`src/rtl/tmr_pkg.sv`:
```
`timescale 1ns/1ps
package tmr_pkg;

    // Control register layout; software decodes these positions.
    typedef struct packed {
        logic       en;         // 15
        logic [3:0] rsv;        // 14:11
        logic       dbg_stop;   // 10
        logic       irq_clr;    // 9, write-one, never stored
        logic [2:0] clk_sel;    // 8:6
        logic [1:0] mode;       // 5:4
        logic       irq_en;     // 3
        logic       down;       // 2
        logic       wide;       // 1
        logic       reload_en;  // 0
    } tmr_ctrl_t;

    localparam logic [1:0] MODE_FREE    = 2'd0;
    localparam logic [1:0] MODE_GATE_LO = 2'd1;
    localparam logic [1:0] MODE_GATE_HI = 2'd2;
    localparam logic [1:0] MODE_CHAIN   = 2'd3;

    localparam logic [2:0] CLK_EXT = 3'd7;

    localparam logic [1:0] SEL_CTRL   = 2'd0;
    localparam logic [1:0] SEL_RELOAD = 2'd1;
    localparam logic [1:0] SEL_COUNT  = 2'd2;
    localparam logic [1:0] SEL_STATUS = 2'd3;

endpackage

```
`src/rtl/tmr_prescale.sv`:
```
`timescale 1ns/1ps
module tmr_prescale #(
    parameter int DIV_STAGES = 6
) (
    input  logic                  clk_i,
    input  logic                  rst_ni,
    output logic [DIV_STAGES:0]   tick_o
);
    logic [DIV_STAGES-1:0] cnt_d, cnt_q;

    always_comb begin
        cnt_d = cnt_q + 1'b1;
    end

    always_ff @(posedge clk_i or negedge rst_ni) begin
        if (!rst_ni) cnt_q <= '0;
        else         cnt_q <= cnt_d;
    end

    assign tick_o[0] = 1'b1;
    for (genvar k = 1; k <= DIV_STAGES; k++) begin : g_tick
        assign tick_o[k] = &cnt_q[k-1:0];
    end


    slowest_tick_isolated_chk: assert property (@(posedge clk_i) disable iff (!rst_ni)
        tick_o[DIV_STAGES] |=> !tick_o[DIV_STAGES]);

endmodule

```
`src/rtl/tmr_sync.sv`:
```
`timescale 1ns/1ps
module tmr_sync (
    input  logic clk_i,
    input  logic rst_ni,
    input  logic async_i,
    output logic lvl_o,
    output logic rise_o
);
    typedef struct packed {
        logic s1;
        logic s2;
        logic prev;
    } sync_t;

    sync_t sy_d, sy_q;

    always_comb begin
        sy_d.s1   = async_i;
        sy_d.s2   = sy_q.s1;
        sy_d.prev = sy_q.s2;
    end

    always_ff @(posedge clk_i or negedge rst_ni) begin
        if (!rst_ni) sy_q <= '0;
        else         sy_q <= sy_d;
    end

    assign lvl_o  = sy_q.s2;
    assign rise_o = sy_q.s2 & ~sy_q.prev;

endmodule

```
`src/rtl/tmr_channel.sv`:
```
`timescale 1ns/1ps
module tmr_channel
    import tmr_pkg::*;
#(
    parameter int CNT_W      = 32,
    parameter int DIV_STAGES = 6
) (
    input  logic                  clk_i,
    input  logic                  rst_ni,
    input  logic                  ctrl_wr_i,
    input  logic                  reload_wr_i,
    input  logic [CNT_W-1:0]      wdata_i,
    input  logic [DIV_STAGES:0]   tick_i,
    input  logic                  evt_rise_i,
    input  logic                  gate_lvl_i,
    input  logic                  dbg_halt_i,
    input  logic                  lower_tc_i,
    output tmr_ctrl_t             ctrl_o,
    output logic [CNT_W-1:0]      reload_o,
    output logic [CNT_W-1:0]      count_o,
    output logic                  pend_o,
    output logic                  tc_o,
    output logic                  irq_o
);
    localparam int HALF_W = CNT_W / 2;

    typedef struct packed {
        tmr_ctrl_t         ctrl;
        logic [CNT_W-1:0]  reload;
        logic [CNT_W-1:0]  count;
        logic              pend;
    } ch_state_t;

    ch_state_t st_d, st_q;

    logic [CNT_W-1:0] mask, tc_val, nxt;
    logic             base, adv, step, at_tc, tc_hit;

    always_comb begin
        st_d   = st_q;
        mask   = st_q.ctrl.wide ? {CNT_W{1'b1}} : {{HALF_W{1'b0}}, {HALF_W{1'b1}}};
        tc_val = st_q.ctrl.down ? '0 : mask;
        base   = (st_q.ctrl.clk_sel == CLK_EXT) ? evt_rise_i : tick_i[st_q.ctrl.clk_sel];
        unique case (st_q.ctrl.mode)
            MODE_FREE:    adv = base;
            MODE_GATE_LO: adv = base & ~gate_lvl_i;
            MODE_GATE_HI: adv = base & gate_lvl_i;
            default:      adv = lower_tc_i;
        endcase
        step   = st_q.ctrl.en & ~(st_q.ctrl.dbg_stop & dbg_halt_i) & adv;
        at_tc  = (st_q.count & mask) == tc_val;
        nxt    = (st_q.ctrl.down ? st_q.count - 1'b1 : st_q.count + 1'b1) & mask;
        tc_hit = step & ~at_tc & (nxt == tc_val);

        if (step) begin
            if (!at_tc)                   st_d.count = nxt;
            else if (st_q.ctrl.reload_en) st_d.count = st_q.reload & mask;
        end
        if (tc_hit) st_d.pend = 1'b1;

        if (ctrl_wr_i) begin
            st_d.ctrl         = tmr_ctrl_t'(wdata_i[15:0]);
            st_d.ctrl.rsv     = '0;
            st_d.ctrl.irq_clr = 1'b0;
            if (wdata_i[9] && !tc_hit) st_d.pend = 1'b0;
        end
        if (reload_wr_i) begin
            st_d.reload = wdata_i;
            st_d.count  = wdata_i;
        end
    end

    always_ff @(posedge clk_i or negedge rst_ni) begin
        if (!rst_ni) st_q <= '0;
        else         st_q <= st_d;
    end

    assign ctrl_o   = st_q.ctrl;
    assign reload_o = st_q.reload;
    assign count_o  = st_q.count;
    assign pend_o   = st_q.pend;
    assign tc_o     = tc_hit;
    assign irq_o    = st_q.pend & st_q.ctrl.irq_en;


    hold_when_off_chk: assert property (@(posedge clk_i) disable iff (!rst_ni)
        (!st_q.ctrl.en && !reload_wr_i) |=> $stable(count_o));


    stop_at_tc_chk: assert property (@(posedge clk_i) disable iff (!rst_ni)
        (at_tc && !st_q.ctrl.reload_en && !reload_wr_i) |=> $stable(count_o));


    debug_freeze_chk: assert property (@(posedge clk_i) disable iff (!rst_ni)
        (st_q.ctrl.dbg_stop && dbg_halt_i && !reload_wr_i) |=> $stable(count_o));


    pend_on_tc_chk: assert property (@(posedge clk_i) disable iff (!rst_ni)
        tc_o |=> pend_o);


    no_tc_when_off_chk: assert property (@(posedge clk_i) disable iff (!rst_ni)
        !st_q.ctrl.en |-> !tc_o);

endmodule

```
`src/rtl/tmr_bank.sv`:
```
`timescale 1ns/1ps
module tmr_bank
    import tmr_pkg::*;
#(
    parameter int N_CH       = 4,
    parameter int CNT_W      = 32,
    parameter int DIV_STAGES = 6,
    localparam int CH_IDX_W  = (N_CH > 1) ? $clog2(N_CH) : 1,
    localparam int ADDR_W    = CH_IDX_W + 2
) (
    input  logic                 clk_i,
    input  logic                 rst_ni,
    input  logic                 bus_wr_i,
    input  logic [ADDR_W-1:0]    bus_addr_i,
    input  logic [CNT_W-1:0]     bus_wdata_i,
    output logic [CNT_W-1:0]     bus_rdata_o,
    input  logic [N_CH-1:0]      evt_i,
    input  logic [N_CH-1:0]      gate_i,
    input  logic                 dbg_halt_i,
    output logic [N_CH-1:0]      irq_o
);
    logic [CH_IDX_W-1:0] ch_idx;
    logic [1:0]          sel;
    logic [DIV_STAGES:0] tick;
    logic [N_CH-1:0]     ctrl_wr, reload_wr, evt_rise, gate_lvl, pend_vec, tc_vec, lower_tc;
    tmr_ctrl_t           ctrl_arr   [N_CH];
    logic [CNT_W-1:0]    reload_arr [N_CH];
    logic [CNT_W-1:0]    count_arr  [N_CH];

    assign ch_idx = bus_addr_i[ADDR_W-1:2];
    assign sel    = bus_addr_i[1:0];

    tmr_prescale #(.DIV_STAGES(DIV_STAGES)) u_pre (
        .clk_i (clk_i),
        .rst_ni(rst_ni),
        .tick_o(tick)
    );

    assign lower_tc[0] = 1'b0;

    for (genvar g = 0; g < N_CH; g++) begin : g_ch
        if (g > 0) begin : g_chain
            assign lower_tc[g] = tc_vec[g-1];
        end

        assign ctrl_wr[g]   = bus_wr_i && (sel == SEL_CTRL)   && (int'(ch_idx) == g);
        assign reload_wr[g] = bus_wr_i && (sel == SEL_RELOAD) && (int'(ch_idx) == g);

        tmr_sync u_evt (
            .clk_i (clk_i), .rst_ni(rst_ni), .async_i(evt_i[g]),
            .lvl_o (), .rise_o(evt_rise[g])
        );
        tmr_sync u_gate (
            .clk_i (clk_i), .rst_ni(rst_ni), .async_i(gate_i[g]),
            .lvl_o (gate_lvl[g]), .rise_o()
        );

        tmr_channel #(.CNT_W(CNT_W), .DIV_STAGES(DIV_STAGES)) u_ch (
            .clk_i      (clk_i),
            .rst_ni     (rst_ni),
            .ctrl_wr_i  (ctrl_wr[g]),
            .reload_wr_i(reload_wr[g]),
            .wdata_i    (bus_wdata_i),
            .tick_i     (tick),
            .evt_rise_i (evt_rise[g]),
            .gate_lvl_i (gate_lvl[g]),
            .dbg_halt_i (dbg_halt_i),
            .lower_tc_i (lower_tc[g]),
            .ctrl_o     (ctrl_arr[g]),
            .reload_o   (reload_arr[g]),
            .count_o    (count_arr[g]),
            .pend_o     (pend_vec[g]),
            .tc_o       (tc_vec[g]),
            .irq_o      (irq_o[g])
        );
    end

    always_comb begin
        bus_rdata_o = '0;
        if (sel == SEL_STATUS) begin
            bus_rdata_o = CNT_W'(pend_vec);
        end else if (int'(ch_idx) < N_CH) begin
            unique case (sel)
                SEL_CTRL:   bus_rdata_o = CNT_W'(ctrl_arr[ch_idx]);
                SEL_RELOAD: bus_rdata_o = reload_arr[ch_idx];
                default:    bus_rdata_o = count_arr[ch_idx];
            endcase
        end
    end


    single_write_target_chk: assert property (@(posedge clk_i) disable iff (!rst_ni)
        $onehot0({ctrl_wr, reload_wr}));

endmodule

```
`config.mk`:
```
export PLATFORM = sky130hd
export DESIGN_NAME = tmr_bank
export DESIGN_NICKNAME = d
export VERILOG_FILES = /design/src/rtl/tmr_pkg.sv /design/src/rtl/tmr_prescale.sv /design/src/rtl/tmr_sync.sv /design/src/rtl/tmr_channel.sv /design/src/rtl/tmr_bank.sv
export SDC_FILE = /design/constraint.sdc
export NUM_CORES = 1
export LEC_CHECK = 0
export BUFFER_PORTS_ARGS = -buffer_cell sky130_fd_sc_hd__buf_4
export CAP_MARGIN = 30
export CORE_MARGIN = 2
export CORE_UTILIZATION = 35
export CTS_BUF_LIST = sky130_fd_sc_hd__clkbuf_16
export DETAILED_ROUTE_END_ITERATION = 8
export GPL_TIMING_DRIVEN = 0
export MAX_ROUTING_LAYER = met4
export SYNTH_ARGS = -nofsm -noshare
export SYNTH_HDL_FRONTEND = slang
export SYNTH_SLANG_ARGS = --single-unit
```
`constraint.sdc`:
```
create_clock -name clk_i -period 11.6 [get_ports clk_i]
set_input_delay 1.74 -clock clk_i [delete_from_list [all_inputs] [get_ports clk_i]]
set_output_delay 1.74 -clock clk_i [all_outputs]
set_load 0.01 [all_outputs]
```
# --- Yosys cells after proc, flatten, opt, wreduce, memory -nomap -nowiden ---
# Cells that the tools add are included.
totals:
  out_inout_bits: 36
  latch_bits: 0
  inputBits: 48
  wordCells: 277
  romBits: 0
  ramBits: 0
  register_bits: 330
  memories: 0
classes:
  reduce_logical: 37
  eq_ne: 29
  n_addsub: 9
  div: 0
  mux: 67
  n_bitwise: 65
  shifts: 0
  multipliers: 0
  order_cmp: 5
op_table:
  columns: ["operator", "n"]
  rows:
  - ["$mux 32", 33]
  - ["$and 32x32->32", 12]
  - ["$eq 32x32->1", 8]
  - ["$add 32x1->32 const B", 4]
  - ["$bmux 32 s2", 2]
  - ["$sub 32x1->32 const B", 4]
  - ["$pmux 32 s2", 1]
  - ["$and 1x1->1", 36]
  - ["$bmux 16 s2", 1]
  - ["$mux 16", 2]
  - ["$mux 1", 20]
  - ["$lt 3x4->1 const B", 4]
  - ["$not 1->1", 16]
  - ["$eq 2x2->1 const B", 7]
  - ["$logic_and 1x1->1", 14]
  - ["$bmux 1 s3", 4]
  - ["$eq 2x1->1 const B", 6]
  - ["$eq 3x3->1 const B", 4]
  - ["$logic_not 2->1", 6]
  - ["$ne 3x1->1 const B", 4]
  - ["$pmux 1 s3", 4]
  - ["$reduce_and 2->1", 5]
  - ["$reduce_bool 2->1", 4]
  - ["$add 6x1->6 const B", 1]
  - ["other kinds (7)", 10]

# --- Longest topological paths before layout ---
logic_depth:
  word_depth: 25
  depth_mapped: 17
  ltp_nobuf: 15

# --- Cells and area by module ---
# A second synthesis with hierarchy kept.
unflattened:
  hier_cells: 3005
  hier_area_um2: 26854.5
modules_own_cells:
  columns: ["module", "area_per_inst_um2", "n_inst", "seq_area_each_um2", "cells_each"]
  rows:
  - ["tmr_channel (g_ch[0].u_ch ...)", 5748.0, 2, 1901.8, 676]
  - ["tmr_channel (g_ch[2].u_ch)", 5980.7, 1, 1901.8, 700]
  - ["tmr_channel (g_ch[1].u_ch)", 5926.9, 1, 1901.8, 706]
  - ["tmr_bank", 2483.6, 1, 0.0, 195]
  - ["tmr_sync", 88.8, 8, 75.1, 4]
  - ["tmr_prescale", 256.5, 1, 150.1, 20]

# --- Least setup slack after synthesis ---
# Ideal clock, no wire load.
synth_timing:
  path_kind: "input -> output"
  startpoint: "input port bus_addr_i[2]"
  endpoint: "output port bus_rdata_o[10]"
  arrival_ps: 3921
  n_path_buf: 3
  setup_slack_ps: 5939
  stages: 6
  required_time_ps: 9860
  cell_sequence: "clkbuf_1 buf_1 buf_1 mux4_2 mux2i_1 o21ai_0"
synth_between:
  elab_chain_len: 6
  elab_cells_between_ends: 12
  classes_between: "11 x mux; 1 x bitwise"
synth_lines:
  columns: ["item", "line", "source"]
  rows:
  - ["start, declared", "tmr_bank.sv:14", "input logic [ADDR_W-1:0] bus_addr_i,"]
  - ["$not 2->3 (not written as such) *", "tmr_bank.sv:84, tmr_bank.sv:85, tmr_bank.sv:86", null]
  - ["$bmux 32 s2 (tied with other cells)", "tmr_bank.sv:86", "default: bus_rdata_o = count_arr[ch_idx];"]
  - ["$mux 32 (not written as such) (tied with other cells) (2 in a row)", "tmr_bank.sv:86", null]
  - ["$pmux 32 s2 *", "tmr_bank.sv:83", "unique case (sel)"]
  - ["$mux 32 *", "tmr_bank.sv:80", "if (sel == SEL_STATUS) begin"]
  - ["end, declared", "tmr_bank.sv:16", "output logic [CNT_W-1:0] bus_rdata_o,"]
# Mark *: on every way between the ends. The rest lies on a longest branch, timed or not. The select of a mux whose other input is x is not followed.

# --- Final worst setup path ---
layout_timing:
  startpoint: "input port bus_addr_i[2]"
  endpoint: "output port bus_rdata_o[15]"
# The elaborated chain is that of the path after synthesis.

==> reports/qor.yml <==
status:
  status: "completed"
detailed_routing:
  wire_per_inst_microns: 25.0
  dr_total_vias: 24900
  firstDrtPassIters: 6
  finalWirelength_microns: 104000
  drt_iter0_markers: 2654
  ant_nets: 0
  drt-vias-per-instance: 6.00
  drc: 0
clocking:
  ctsHoldBuffers: 0
  insertion_delay_ns: 0.58
  numCtsBuffers: 39
  h-tree-depth: 2
  postCtsSetupBuffers: 0
  ctsRootBufferMaster: "clkbuf_16"
  tritoncts: "built"
  clock_path_buffers: 3
  clkSlewWorstSetupHoldPaths_ns: 0.06
  post_cts_resized: 0
  cts_sinks: 330
placed_design:
  dpl.cell_count: 4084
  gp_congestion: 1.02
  io_buffers: 70
  detailed_place_hpwl_microns: 83600
  placed_area_sq_um: 27900
  dpl_worst_slack_ns: 5.13
setup_path:
  slowest_stage: "buf_1"
  crit_family: "buffers and inverters"
  r2r_start: "g_ch[1].u_ch.ctrl_o[2]"
  rrSetupSlack_ns: 5.52
  reg2reg_to: "g_ch[3].u_ch.count_o[26]"
  critPathBufInv: 4
  crit_start: "bus_addr_i[2]"
  startpoint_type: "input pin"
  crit_required_ns: 9.86
  path_max_fanout: 10
  crit_path_end_kind: "output port"
  worstPathCellList: "clkbuf_1, buf_1, buf_1, mux4_2, mux2i_1, o21ai_0, buf_4"
  crit_top_cell: "buf_1"
  reg2reg_depth: 16
  crit_type: "in -> out"
  worstPathArrival_ns: 4.71
  cpPeakStageDelay_ns: 0.76
final_layout:
  final_cells: 4147
  num-fill-cells: 7414
  syn2layout_area_growth_pct: 11.9
  final_cell_mix: "593 x nand2_1, 330 x dfrtp_1, 216 x nor2_1"
  drive_above_1_share: 0.107
  mostFrequentLayoutCell: "nand2_1"
  final_cell_area_sq_um: 29100
  final_nets: 3353
power_and_ir_drop:
  vdd_drop_max_uv: 108
  p_leak_nw: 12.8
  p_per_area_nw_per_um2: 268
global_route:
  grt_remaining_overflow: 0
  grt_pass1_wl_microns: 154000
  grt_max_degree: 107
  first_global_vias: 23400
  antenna_found_initial: 3
  grt_use_total: 0.274
sta:
  setup_viol: 0
  final-hold-violation-count: 0
  fmax_mhz: 155
  fin_crit_sh: 0.556
  fin_crit_ns: 6.45
  worstMarginPinSlew_ns: 1.06
  tns_ns: 0
  slew_viol_final: 0
  relSlewSlack: 0.285
  fin_ws_ns: 5.15
  rsz0062_at_grt: "false"
  skew_ns: 0.0254
logic_synthesis:
  yosys_warnings: 0
  synth_area_leaders: "dfrtp_1 32%, nand2_1 8.6%, mux4_2 6.8%, ha_1 6.5%, a21oi_1 4.1%"
  seq_area_frac_synth: 0.318
  synth_edf_count: 0
  avgSynthCellArea_sq_um: 8.53
  ys_ff_latch: 330
  async_flop_share: 1.00
  synth.largest_area_cell: "dfrtp_1"
  synth.top_cell.area_share: 0.318
  ys_types: 99
  netlist_area_sq_um: 26000
  synthFlopType: "dfrtp_1"
  synth_cells: 3045
  syn_nets: 3232
floorplan:
  rows: 99
  fp.dieH_microns: 276
  die_w_microns: 276
  start_util: 0.355
  coreArea_sq_um: 73200
  io_pins: 84
  die-area_sq_um: 76400
job:
  cap_violations: 0
worst_hold_path:
  hp-start: "g_ch[3].u_evt.sy_d[1]"
  hold_end: "g_ch[3].u_evt.lvl_o"
  hp-class: "reg -> reg"
  hold_path_depth: 0
-- how the worst max path moves through the flow --
stage | to | cells past startpoint
final | bus_rdata_o[15] | 7
after global placement | bus_rdata_o[15] | 7
after global routing | bus_rdata_o[10] | 7
after detailed placement | bus_rdata_o[15] | 7
after CTS | bus_rdata_o[15] | 7
after floorplan | bus_rdata_o[10] | 6
-- through the flow --
step | utilization | total power [mW] | hold slack [ns]
floorplan | - | 5.13 | 0.331
global placement | 0.378 | 6.45 | 0.332
detailed placement | 0.382 | 6.52 | 0.336
CTS | 0.397 | 7.69 | 0.344
global route | 0.397 | 8.34 | 0.351
finish | 0.397 | 7.79 | 0.340
-- per-layer routing --
| layer | share of wire | global-route usage | wire [microns] | up-vias |
|---|---|---|---|---|
| li1 | - | - | - | 11500 |
| met1 | 0.43 | 0.368 | 44200 | 12200 |
| met2 | 0.45 | 0.427 | 47100 | 1120 |
| met3 | 0.087 | 0.0406 | 8990 | 157 |
| met4 | 0.032 | 0.0817 | 3320 | 0 |
| met5 | 0 | - | 0 | - |
-- synthesized netlist by cell type, types with 16 or more instances --
library cell	instances
buf_2	16
ha_1	135
a211oi_1	26
nand2_1	593
dfrtp_1	330
buf_1	21
mux2i_1	89
nand3_1	74
o211ai_1	28
or3_1	24
a31oi_1	47
and2_1	25
xnor2_1	66
a21oi_1	214
nor2_1	216
a21o_1	66
clkbuf_1	131
mux4_2	79
mux2_2	50
and3_1	34
o21a_1	18
nand4_1	50
o31ai_1	20
nor3_1	67
xor2_1	43
a22o_1	22
o21ai_0	177
nor4_1	20
inv_1	63
-- cell type report --
cell class / count / area [sq um] / share of cell area
multi-input combinational: 2467 / 16700 / 0.575
sequential: 330 / 8260 / 0.284
tap: 959 / 1200 / 0.0413
clock buffer: 40 / 1000 / 0.0344
buffer: 185 / 774 / 0.0266
timing repair buffer: 80 / 751 / 0.0258
inverter: 63 / 236 / 0.00813
clock inverter: 22 / 139 / 0.00478
antenna: 1 / 2.50 / 0.0000861
-- power breakdown --
| part | internal (mW) | switching, mW |
|---|---|---|
| registers | 1.49 | 0.661 |
| logic | 1.83 | 2.65 |
| clock network | 0.643 | 0.514 |
| total | 3.97 | 3.83 |
-- sequential cells by signal (all words and copies together) (netlist names) --
register / count
u_pre.cnt_q: 6
g_ch.u_evt.sy_d: 4
g_ch.u_ch.pend_o: 4
g_ch.u_ch.reload_o: 128
g_ch.u_evt.lvl_o: 4
g_ch.u_evt.sy_q: 4
g_ch.u_ch.ctrl_o: 44
g_ch.u_gate.lvl_o: 4
g_ch.u_gate.sy_d: 4
g_ch.u_ch.count_o: 128
-- cell families after synthesis --
group	share of synthesized area
mux	0.125
xor+xnor	0.0367
simple gates	0.213
buf+inv	0.0389
flops	0.318
compound gates	0.200
fa+ha+maj	0.0681
No activity file was read; power rests on OpenSTA's default activity.
